**src/rtl/tlb_pkg.sv**
```systemverilog
package tlb_pkg;

  typedef enum logic [1:0] {
    ACC_READ  = 2'd0,
    ACC_WRITE = 2'd1,
    ACC_EXEC  = 2'd2
  } acc_kind_e;

  typedef enum logic [1:0] {
    RGT_NONE = 2'd0,
    RGT_RO   = 2'd1,
    RGT_EX   = 2'd2,
    RGT_RW   = 2'd3
  } rights_e;

  function automatic logic access_ok(input logic [1:0] rights, input logic [1:0] kind);
    logic ok;
    case (kind)
      ACC_READ:  ok = (rights != RGT_NONE);
      ACC_WRITE: ok = (rights == RGT_RW);
      ACC_EXEC:  ok = (rights == RGT_EX);
      default:   ok = 1'b0;
    endcase
    return ok;
  endfunction

endpackage

```
**src/rtl/tlb_cam.sv**
```systemverilog
module tlb_cam #(
  parameter int ENTRIES = 32,
  parameter int VPN_W   = 20,
  localparam int IDX_W  = $clog2(ENTRIES)
) (
  input  logic [ENTRIES-1:0] valid,
  input  logic [VPN_W-1:0]   vpn_tab [ENTRIES],
  input  logic [VPN_W-1:0]   key,
  output logic [ENTRIES-1:0] match,
  output logic               any,
  output logic [IDX_W-1:0]   idx
);

  for (genvar g = 0; g < ENTRIES; g++) begin : g_cmp
    assign match[g] = valid[g] && (vpn_tab[g] == key);
  end

  assign any = |match;

  always_comb begin
    idx = '0;
    for (int i = ENTRIES - 1; i >= 0; i--) begin
      if (match[i]) idx = IDX_W'(i);
    end
  end

endmodule

```
**src/rtl/tlb_victim.sv**
```systemverilog
module tlb_victim #(
  parameter int ENTRIES = 32,
  localparam int IDX_W  = $clog2(ENTRIES)
) (
  input  logic               clk,
  input  logic               rst_n,
  input  logic [ENTRIES-1:0] valid,
  input  logic [ENTRIES-1:0] refd,
  input  logic [IDX_W-1:0]   rr_ptr,
  output logic [IDX_W-1:0]   victim,
  output logic               use_rr
);

  logic [IDX_W-1:0] inv_idx, clr_idx;
  logic             any_inv, any_clr;

  always_comb begin
    inv_idx = '0;
    clr_idx = '0;
    for (int i = ENTRIES - 1; i >= 0; i--) begin
      if (!valid[i]) inv_idx = IDX_W'(i);
      if (!refd[i])  clr_idx = IDX_W'(i);
    end
  end

  assign any_inv = ~&valid;
  assign any_clr = ~&refd;

  always_comb begin
    use_rr = 1'b0;
    if (any_inv)      victim = inv_idx;
    else if (any_clr) victim = clr_idx;
    else begin
      victim = rr_ptr;
      use_rr = 1'b1;
    end
  end

  AST_VICTIM_INVALID_FIRST: assert property (@(posedge clk) disable iff (!rst_n)
    any_inv |-> !valid[victim]);
  AST_VICTIM_UNREFERENCED: assert property (@(posedge clk) disable iff (!rst_n)
    (!any_inv && any_clr) |-> !refd[victim]);

endmodule

```
**src/rtl/tlb_fa.sv**
```systemverilog
module tlb_fa #(
  parameter int ENTRIES = 32,
  parameter int VPN_W   = 20,
  parameter int PPN_W   = 20,
  parameter int OFF_W   = 12,
  localparam int IDX_W  = $clog2(ENTRIES),
  localparam int VA_W   = VPN_W + OFF_W,
  localparam int PA_W   = PPN_W + OFF_W
) (
  input  logic             clk,
  input  logic             rst_n,
  input  logic             lk_valid,
  input  logic [VA_W-1:0]  lk_vaddr,
  input  logic [1:0]       lk_kind,
  output logic             rsp_valid,
  output logic             rsp_hit,
  output logic             rsp_miss,
  output logic             rsp_fault,
  output logic [PA_W-1:0]  rsp_paddr,
  output logic [IDX_W-1:0] rsp_slot,
  output logic             rsp_dirty,
  output logic             rsp_ref,
  input  logic             fill_valid,
  input  logic [VPN_W-1:0] fill_vpn,
  input  logic [PPN_W-1:0] fill_ppn,
  input  logic [1:0]       fill_rights,
  input  logic             fill_dirty,
  input  logic             ref_clr
);
  import tlb_pkg::*;

  // Slot state
  logic [ENTRIES-1:0] v_q, v_d, r_q, r_d, d_q, d_d;
  logic [VPN_W-1:0]   vpn_q [ENTRIES];
  logic [VPN_W-1:0]   vpn_d [ENTRIES];
  logic [PPN_W-1:0]   ppn_q [ENTRIES];
  logic [PPN_W-1:0]   ppn_d [ENTRIES];
  logic [1:0]         rgt_q [ENTRIES];
  logic [1:0]         rgt_d [ENTRIES];
  logic [IDX_W-1:0]   rr_q, rr_d;

  // Lookup path
  logic [ENTRIES-1:0] lk_match;
  logic               lk_any;
  logic [IDX_W-1:0]   lk_idx;
  logic               lk_ok;

  tlb_cam #(.ENTRIES(ENTRIES), .VPN_W(VPN_W)) u_lk_cam (
    .valid(v_q), .vpn_tab(vpn_q), .key(lk_vaddr[VA_W-1:OFF_W]),
    .match(lk_match), .any(lk_any), .idx(lk_idx)
  );

  assign lk_ok = lk_any && access_ok(rgt_q[lk_idx], lk_kind);

  // Refill path
  logic [ENTRIES-1:0] fl_match;
  logic               fl_any;
  logic [IDX_W-1:0]   fl_idx, vic_idx, fl_slot;
  logic               vic_rr;

  tlb_cam #(.ENTRIES(ENTRIES), .VPN_W(VPN_W)) u_fl_cam (
    .valid(v_q), .vpn_tab(vpn_q), .key(fill_vpn),
    .match(fl_match), .any(fl_any), .idx(fl_idx)
  );

  tlb_victim #(.ENTRIES(ENTRIES)) u_victim (
    .clk(clk), .rst_n(rst_n), .valid(v_q), .refd(r_q), .rr_ptr(rr_q),
    .victim(vic_idx), .use_rr(vic_rr)
  );

  assign fl_slot = fl_any ? fl_idx : vic_idx;

  // Next state: clear, then lookup update, then refill (refill wins)
  always_comb begin
    v_d = v_q;
    d_d = d_q;
    r_d = ref_clr ? '0 : r_q;
    rr_d = rr_q;
    for (int i = 0; i < ENTRIES; i++) begin
      vpn_d[i] = vpn_q[i];
      ppn_d[i] = ppn_q[i];
      rgt_d[i] = rgt_q[i];
    end
    if (lk_valid && lk_ok) begin
      r_d[lk_idx] = 1'b1;
      if (lk_kind == ACC_WRITE) d_d[lk_idx] = 1'b1;
    end
    if (fill_valid) begin
      v_d[fl_slot]   = 1'b1;
      r_d[fl_slot]   = 1'b0;
      d_d[fl_slot]   = fill_dirty;
      vpn_d[fl_slot] = fill_vpn;
      ppn_d[fl_slot] = fill_ppn;
      rgt_d[fl_slot] = fill_rights;
      if (!fl_any && vic_rr)
        rr_d = (rr_q == IDX_W'(ENTRIES - 1)) ? '0 : rr_q + 1'b1;
    end
  end

  always_ff @(posedge clk or negedge rst_n) begin
    if (!rst_n) begin
      v_q  <= '0;
      r_q  <= '0;
      d_q  <= '0;
      rr_q <= '0;
      for (int i = 0; i < ENTRIES; i++) begin
        vpn_q[i] <= '0;
        ppn_q[i] <= '0;
        rgt_q[i] <= '0;
      end
    end else begin
      v_q  <= v_d;
      r_q  <= r_d;
      d_q  <= d_d;
      rr_q <= rr_d;
      for (int i = 0; i < ENTRIES; i++) begin
        vpn_q[i] <= vpn_d[i];
        ppn_q[i] <= ppn_d[i];
        rgt_q[i] <= rgt_d[i];
      end
    end
  end

  // Registered response
  always_ff @(posedge clk or negedge rst_n) begin
    if (!rst_n) begin
      rsp_valid <= 1'b0;
      rsp_hit   <= 1'b0;
      rsp_miss  <= 1'b0;
      rsp_fault <= 1'b0;
      rsp_paddr <= '0;
      rsp_slot  <= '0;
      rsp_dirty <= 1'b0;
      rsp_ref   <= 1'b0;
    end else begin
      rsp_valid <= lk_valid;
      if (lk_valid) begin
        rsp_hit   <= lk_ok;
        rsp_miss  <= !lk_any;
        rsp_fault <= lk_any && !lk_ok;
        rsp_paddr <= {ppn_q[lk_idx], lk_vaddr[OFF_W-1:0]};
        rsp_slot  <= lk_idx;
        rsp_dirty <= lk_any && d_q[lk_idx];
        rsp_ref   <= lk_any && r_q[lk_idx];
      end
    end
  end

  AST_SINGLE_COPY: assert property (@(posedge clk) disable iff (!rst_n)
    $onehot0(lk_match));
  AST_ONE_OUTCOME: assert property (@(posedge clk) disable iff (!rst_n)
    rsp_valid |-> $countones({rsp_hit, rsp_miss, rsp_fault}) == 1);
  AST_OFFSET_PASS: assert property (@(posedge clk) disable iff (!rst_n)
    (rsp_valid && rsp_hit) |-> rsp_paddr[OFF_W-1:0] == $past(lk_vaddr[OFF_W-1:0]));
  AST_HIT_MARKS_REF: assert property (@(posedge clk) disable iff (!rst_n)
    (rsp_valid && rsp_hit && !$past(fill_valid)) |-> r_q[rsp_slot]);
  AST_WRITE_HIT_DIRTY: assert property (@(posedge clk) disable iff (!rst_n)
    (rsp_valid && rsp_hit && $past(lk_kind) == ACC_WRITE && !$past(fill_valid)) |-> d_q[rsp_slot]);
  AST_FAULT_NOT_HIT: assert property (@(posedge clk) disable iff (!rst_n)
    rsp_fault |-> !rsp_hit);

endmodule

```
**config.mk**
```make
export PLATFORM = sky130hd
export DESIGN_NAME = tlb_fa
export DESIGN_NICKNAME = d
export VERILOG_FILES = /design/src/rtl/tlb_pkg.sv /design/src/rtl/tlb_cam.sv /design/src/rtl/tlb_victim.sv /design/src/rtl/tlb_fa.sv
export SDC_FILE = /design/constraint.sdc
export NUM_CORES = 2
export LEC_CHECK = 0
export BUFFER_PORTS_ARGS = -buffer_cell sky130_fd_sc_hd__buf_2
export CAP_MARGIN = 20
export CORE_AREA = 2 2 500 453
export DETAILED_ROUTE_END_ITERATION = 8
export DIE_AREA = 0 0 502 455
export SLEW_MARGIN = 20
export SYNTH_ARGS = -nofsm -noshare
export SYNTH_HDL_FRONTEND = slang
export SYNTH_SLANG_ARGS = --single-unit
```
**constraint.sdc**
```tcl
create_clock -name clk -period 4.1 [get_ports clk]
set_input_delay 0.41 -clock clk [delete_from_list [all_inputs] [get_ports clk]]
set_output_delay 0.41 -clock clk [all_outputs]
set_load 0.02 [all_outputs]
```
==> run_results.csv <==
group,metric,value,unit
synthesis,synth_area,0.0845,mm²
synthesis,synth_flop_cell,"dfrtp_1",
floorplan,initial_core_util,0.378,
final_layout,syn_to_final_growth,32.9,%
synthesis,avgSynthCellArea,10.5,µm²
global_route,grt_pass1_vias,71500,
final_layout,final_cell_mix,"buf_4 (1682), dfrtp_1 (1483), mux2_2 (1171), nand2_1 (1065), xnor2_1 (911)",
timing,timing.final.crit_share,1.23,
timing,finalSetupViolCount,1464,
floorplan,rows,165,
clock_tree,clock_path_buffers,3,
timing,fmax,0.198,GHz
power,report.power.total,0.0592,W
timing,tightestPinTransition,1.19,ns
route,ant_nets,0,
final_layout,final_common_cell,"buf_4",
power,power.density,527,mW/mm²
timing,finalHoldViolCount,0,
status,violations,"setup timing",
clock_tree,htreeDepth,4,
job,maxCapViolations,0,
placement,port_buffers,124,
critical_path,critical-path-slowest-cell,"or4b_4",
placement,place_inst,12400,
synthesis,synth_edf_count,0,
route,drt-wirelength-per-cell,27.1,µm
critical_path,end_kind,"flip-flop",
global_route,grt_overflow,0,
route,dr.pass1.iters,5,
synthesis,ys_async_sr_fraction,1.00,
global_route,antenna_found_initial,15,
clock_tree,cts_made_buffers,173,
synthesis,seq_area_frac_synth,0.441,
final_layout,final_nets,9740,
global_route,grt_max_degree,108,
synthesis,syn_inst,8006,
power,vdd.ir_drop.worst,0.444,mV
placement,dpl_cell_area,0.103,mm²
floorplan,core,0.223,mm²
timing,relSlewSlack,0.209,
floorplan,dieArea,0.228,mm²
timing,rsz0062_at_grt,"yes",
global_route,grt_pass1_wl,495000,µm
floorplan,pin_count,125,
clock_tree,clock_sinks,1488,
critical_path,rrSetupSlack,-0.96,ns
critical_path,cp.required,4.80,ns
clock_tree,insertion_delay,0.86,ns
timing,clock_skew,0.0556,ns
final_layout,num-fill-cells,19900,
synthesis,yosysUniqueCellTypes,92,
placement,gp_congestion,0.969,
timing,hold_slack,0.0365,ns
clock_tree,clk_pin_slew_worst_paths,0.06,ns
route,wirelength,347000,µm
final_layout,stdcell_count,12800,
critical_path,r2r_start,"vpn_q[8]$_DFFE_PN0P_",
hold_path,min_path_type,"primary input to asynchronous set/reset pin",
route,vias_per_cell,5.63,
power,p_leak,53.1,nW
clock_tree,tritoncts,"built",
route,drc,0,
floorplan,die_h,455,µm
critical_path,critical_path_class,"flip-flop to flip-flop",
timing,worst_slack,-0.959,ns
critical_path,crit_chain,"xnor2_2, nand2_1, or4b_4, or2_4, a211oi_4, o221ai_4, a311o_1, a311o_2, a211oi_2, a211oi_2, or4b_4, nor2_8, buf_6, nor3_4, nor4_4, buf_12, buf_12, o21ai_2",
placement,dp_hpwl,237000,µm
route,via_count,72000,
route,drtIter0Drc,7281,
critical_path,arrival,5.76,ns
critical_path,cp_slowest_stage_delay,0.63,ns
synthesis,ys_seq_elements,1488,
critical_path,crit_start,"vpn_q[8]$_DFFE_PN0P_",
final_layout,drive_gt1_frac,0.402,
timing,fin_crit,5.06,ns
status,status,"finished with violations",
global_route,globalRouteTotalUtil,0.294,
synthesis,syn-num-nets,8094,
final_layout,fin_area,0.112,mm²
critical_path,cp_max_fo,8,
clock_tree,ctsRootBufferMaster,"clkbuf_16",
floorplan,die_w,502,µm
timing,drv_slew,0,
critical_path,startpoint_type,"flip-flop",
synthesis,synth-warning-count,0,
-- cell families after synthesis --
group                    Yosys count  share of synthesized area
flip-flops                      1488                      0.441
AND/OR/NAND/NOR                 2551                      0.152
adder cells (fa/ha/maj)            6                   0.000889
multiplexers                    1463                      0.192
buffers and inverters            660                     0.0369
XOR/XNOR                        1279                      0.133
AO/OA/AOI/OAI                    559                     0.0434
-- layout make-up --
type                       count  area [µm²]  area share
multi-input combinational   5858       46000       0.410
clock buffer                 258        5100      0.0454
antenna                        6        15.0    0.000134
tap                         3006        3760      0.0335
sequential                  1488       37200       0.332
clock inverter                52         801     0.00713
timing repair buffer        2086       19100       0.171
inverter                      45         169     0.00150
-- path summary, 6_finish.rpt --
check                      cells past startpoint                       to
min                                            2   vpn_q[262]$_DFFE_PN0P_
max reg2reg                                   18        r_q[11]$_DFF_PN0_
max in group asynchronous                      4  rsp_slot[0]$_DFFE_PN0P_
min reg2reg                                    2    ppn_q[67]$_DFFE_PN0P_
min in group clk                               3     vpn_q[6]$_DFFE_PN0P_
max                                           18        r_q[11]$_DFF_PN0_
-- critical path: cells and delay by family, from the launching register on --
kind	cells	cell delay, ns
AND/OR/NAND/NOR	7	1.99
AO/OA/AOI/OAI	7	1.77
flip-flops	1	0.45
buffers and inverters	3	0.44
XOR/XNOR	1	0.24
-- synth_stat cells (20+ instances only) --
cell type	number	share of area
dfrtp_1	1488	0.44
mux2_2	1288	0.17
nand2_1	1082	0.048
xnor2_1	951	0.099
nand4_1	438	0.032
clkbuf_1	325	0.014
xor2_1	320	0.033
nand3_1	257	0.015
nor2_1	206	0.0092
buf_2	204	0.012
nor4_1	201	0.015
mux2i_1	175	0.021
a21oi_1	162	0.0096
o21ai_0	107	0.0063
nand2b_1	48	0.0036
inv_1	45	0.0020
a221oi_1	40	0.0041
nor3_1	39	0.0023
buf_6	38	0.0051
or2_2	37	0.0027
nor3b_1	34	0.0030
nor4b_1	34	0.0035
o21ai_2	30	0.0031
or3b_2	30	0.0031
a31oi_1	29	0.0021
buf_1	24	0.0011
buf_4	23	0.0020
nand4b_1	21	0.0022
o22ai_1	21	0.0016
and3_1	20	0.0015
and4_1	20	0.0021
o211ai_1	20	0.0018
-- metrics by stage --
stage | TNS (ns) | utilization | setup slack [ns]
3_5_place_dp | -1717.75 | 0.460 | -1.99
5_1_grt | -1029.33 | 0.503 | -0.997
2_1_floorplan | -23.90 | - | -0.237
4_1_cts | -1014.66 | 0.495 | -0.930
6_report | -907.62 | 0.503 | -0.959
3_3_place_gp | -1684.79 | 0.460 | -1.95
-- layer usage --
| metal | global-route usage | share of wire | vias to the layer above | wire (µm) |
|---|---|---|---|---|
| met1 | 0.414 | 0.44 | 36700 | 152000 |
| met4 | 0.117 | 0.046 | 8 | 15900 |
| li1 | - | - | 31500 | - |
| met3 | 0.0517 | 0.079 | 738 | 27300 |
| met5 | 0 | 0.00014 | - | 47 |
| met2 | 0.449 | 0.44 | 3125 | 151000 |
-- power by group --
| group | switching [W] | total [W] | internal, W |
|---|---|---|---|
| Sequential | 0.00220 | 0.0201 | 0.0179 |
| Clock | 0.00679 | 0.0162 | 0.00945 |
| Combinational | 0.0107 | 0.0228 | 0.0122 |
-- flip-flops by register name, summed over array words and instances, names as in the netlist, 5 cells and up --
| register | flops |
|---|---|
| d_q | 32 |
| ppn_q | 640 |
| r_q | 32 |
| rgt_q | 64 |
| rr_q | 5 |
| rsp_paddr | 32 |
| rsp_slot | 5 |
| v_q | 32 |
| vpn_q | 640 |
-- repair_timing --
item,CTS,global route
gates resized for setup,136,263
pin swaps,47,68
hold buffers,21,0
setup endpoints to repair,1466,1465
setup buffers,29,34
gates cloned,25,19
hold endpoints to repair,90,0
Note: power is estimated with default switching activity, not from simulation.
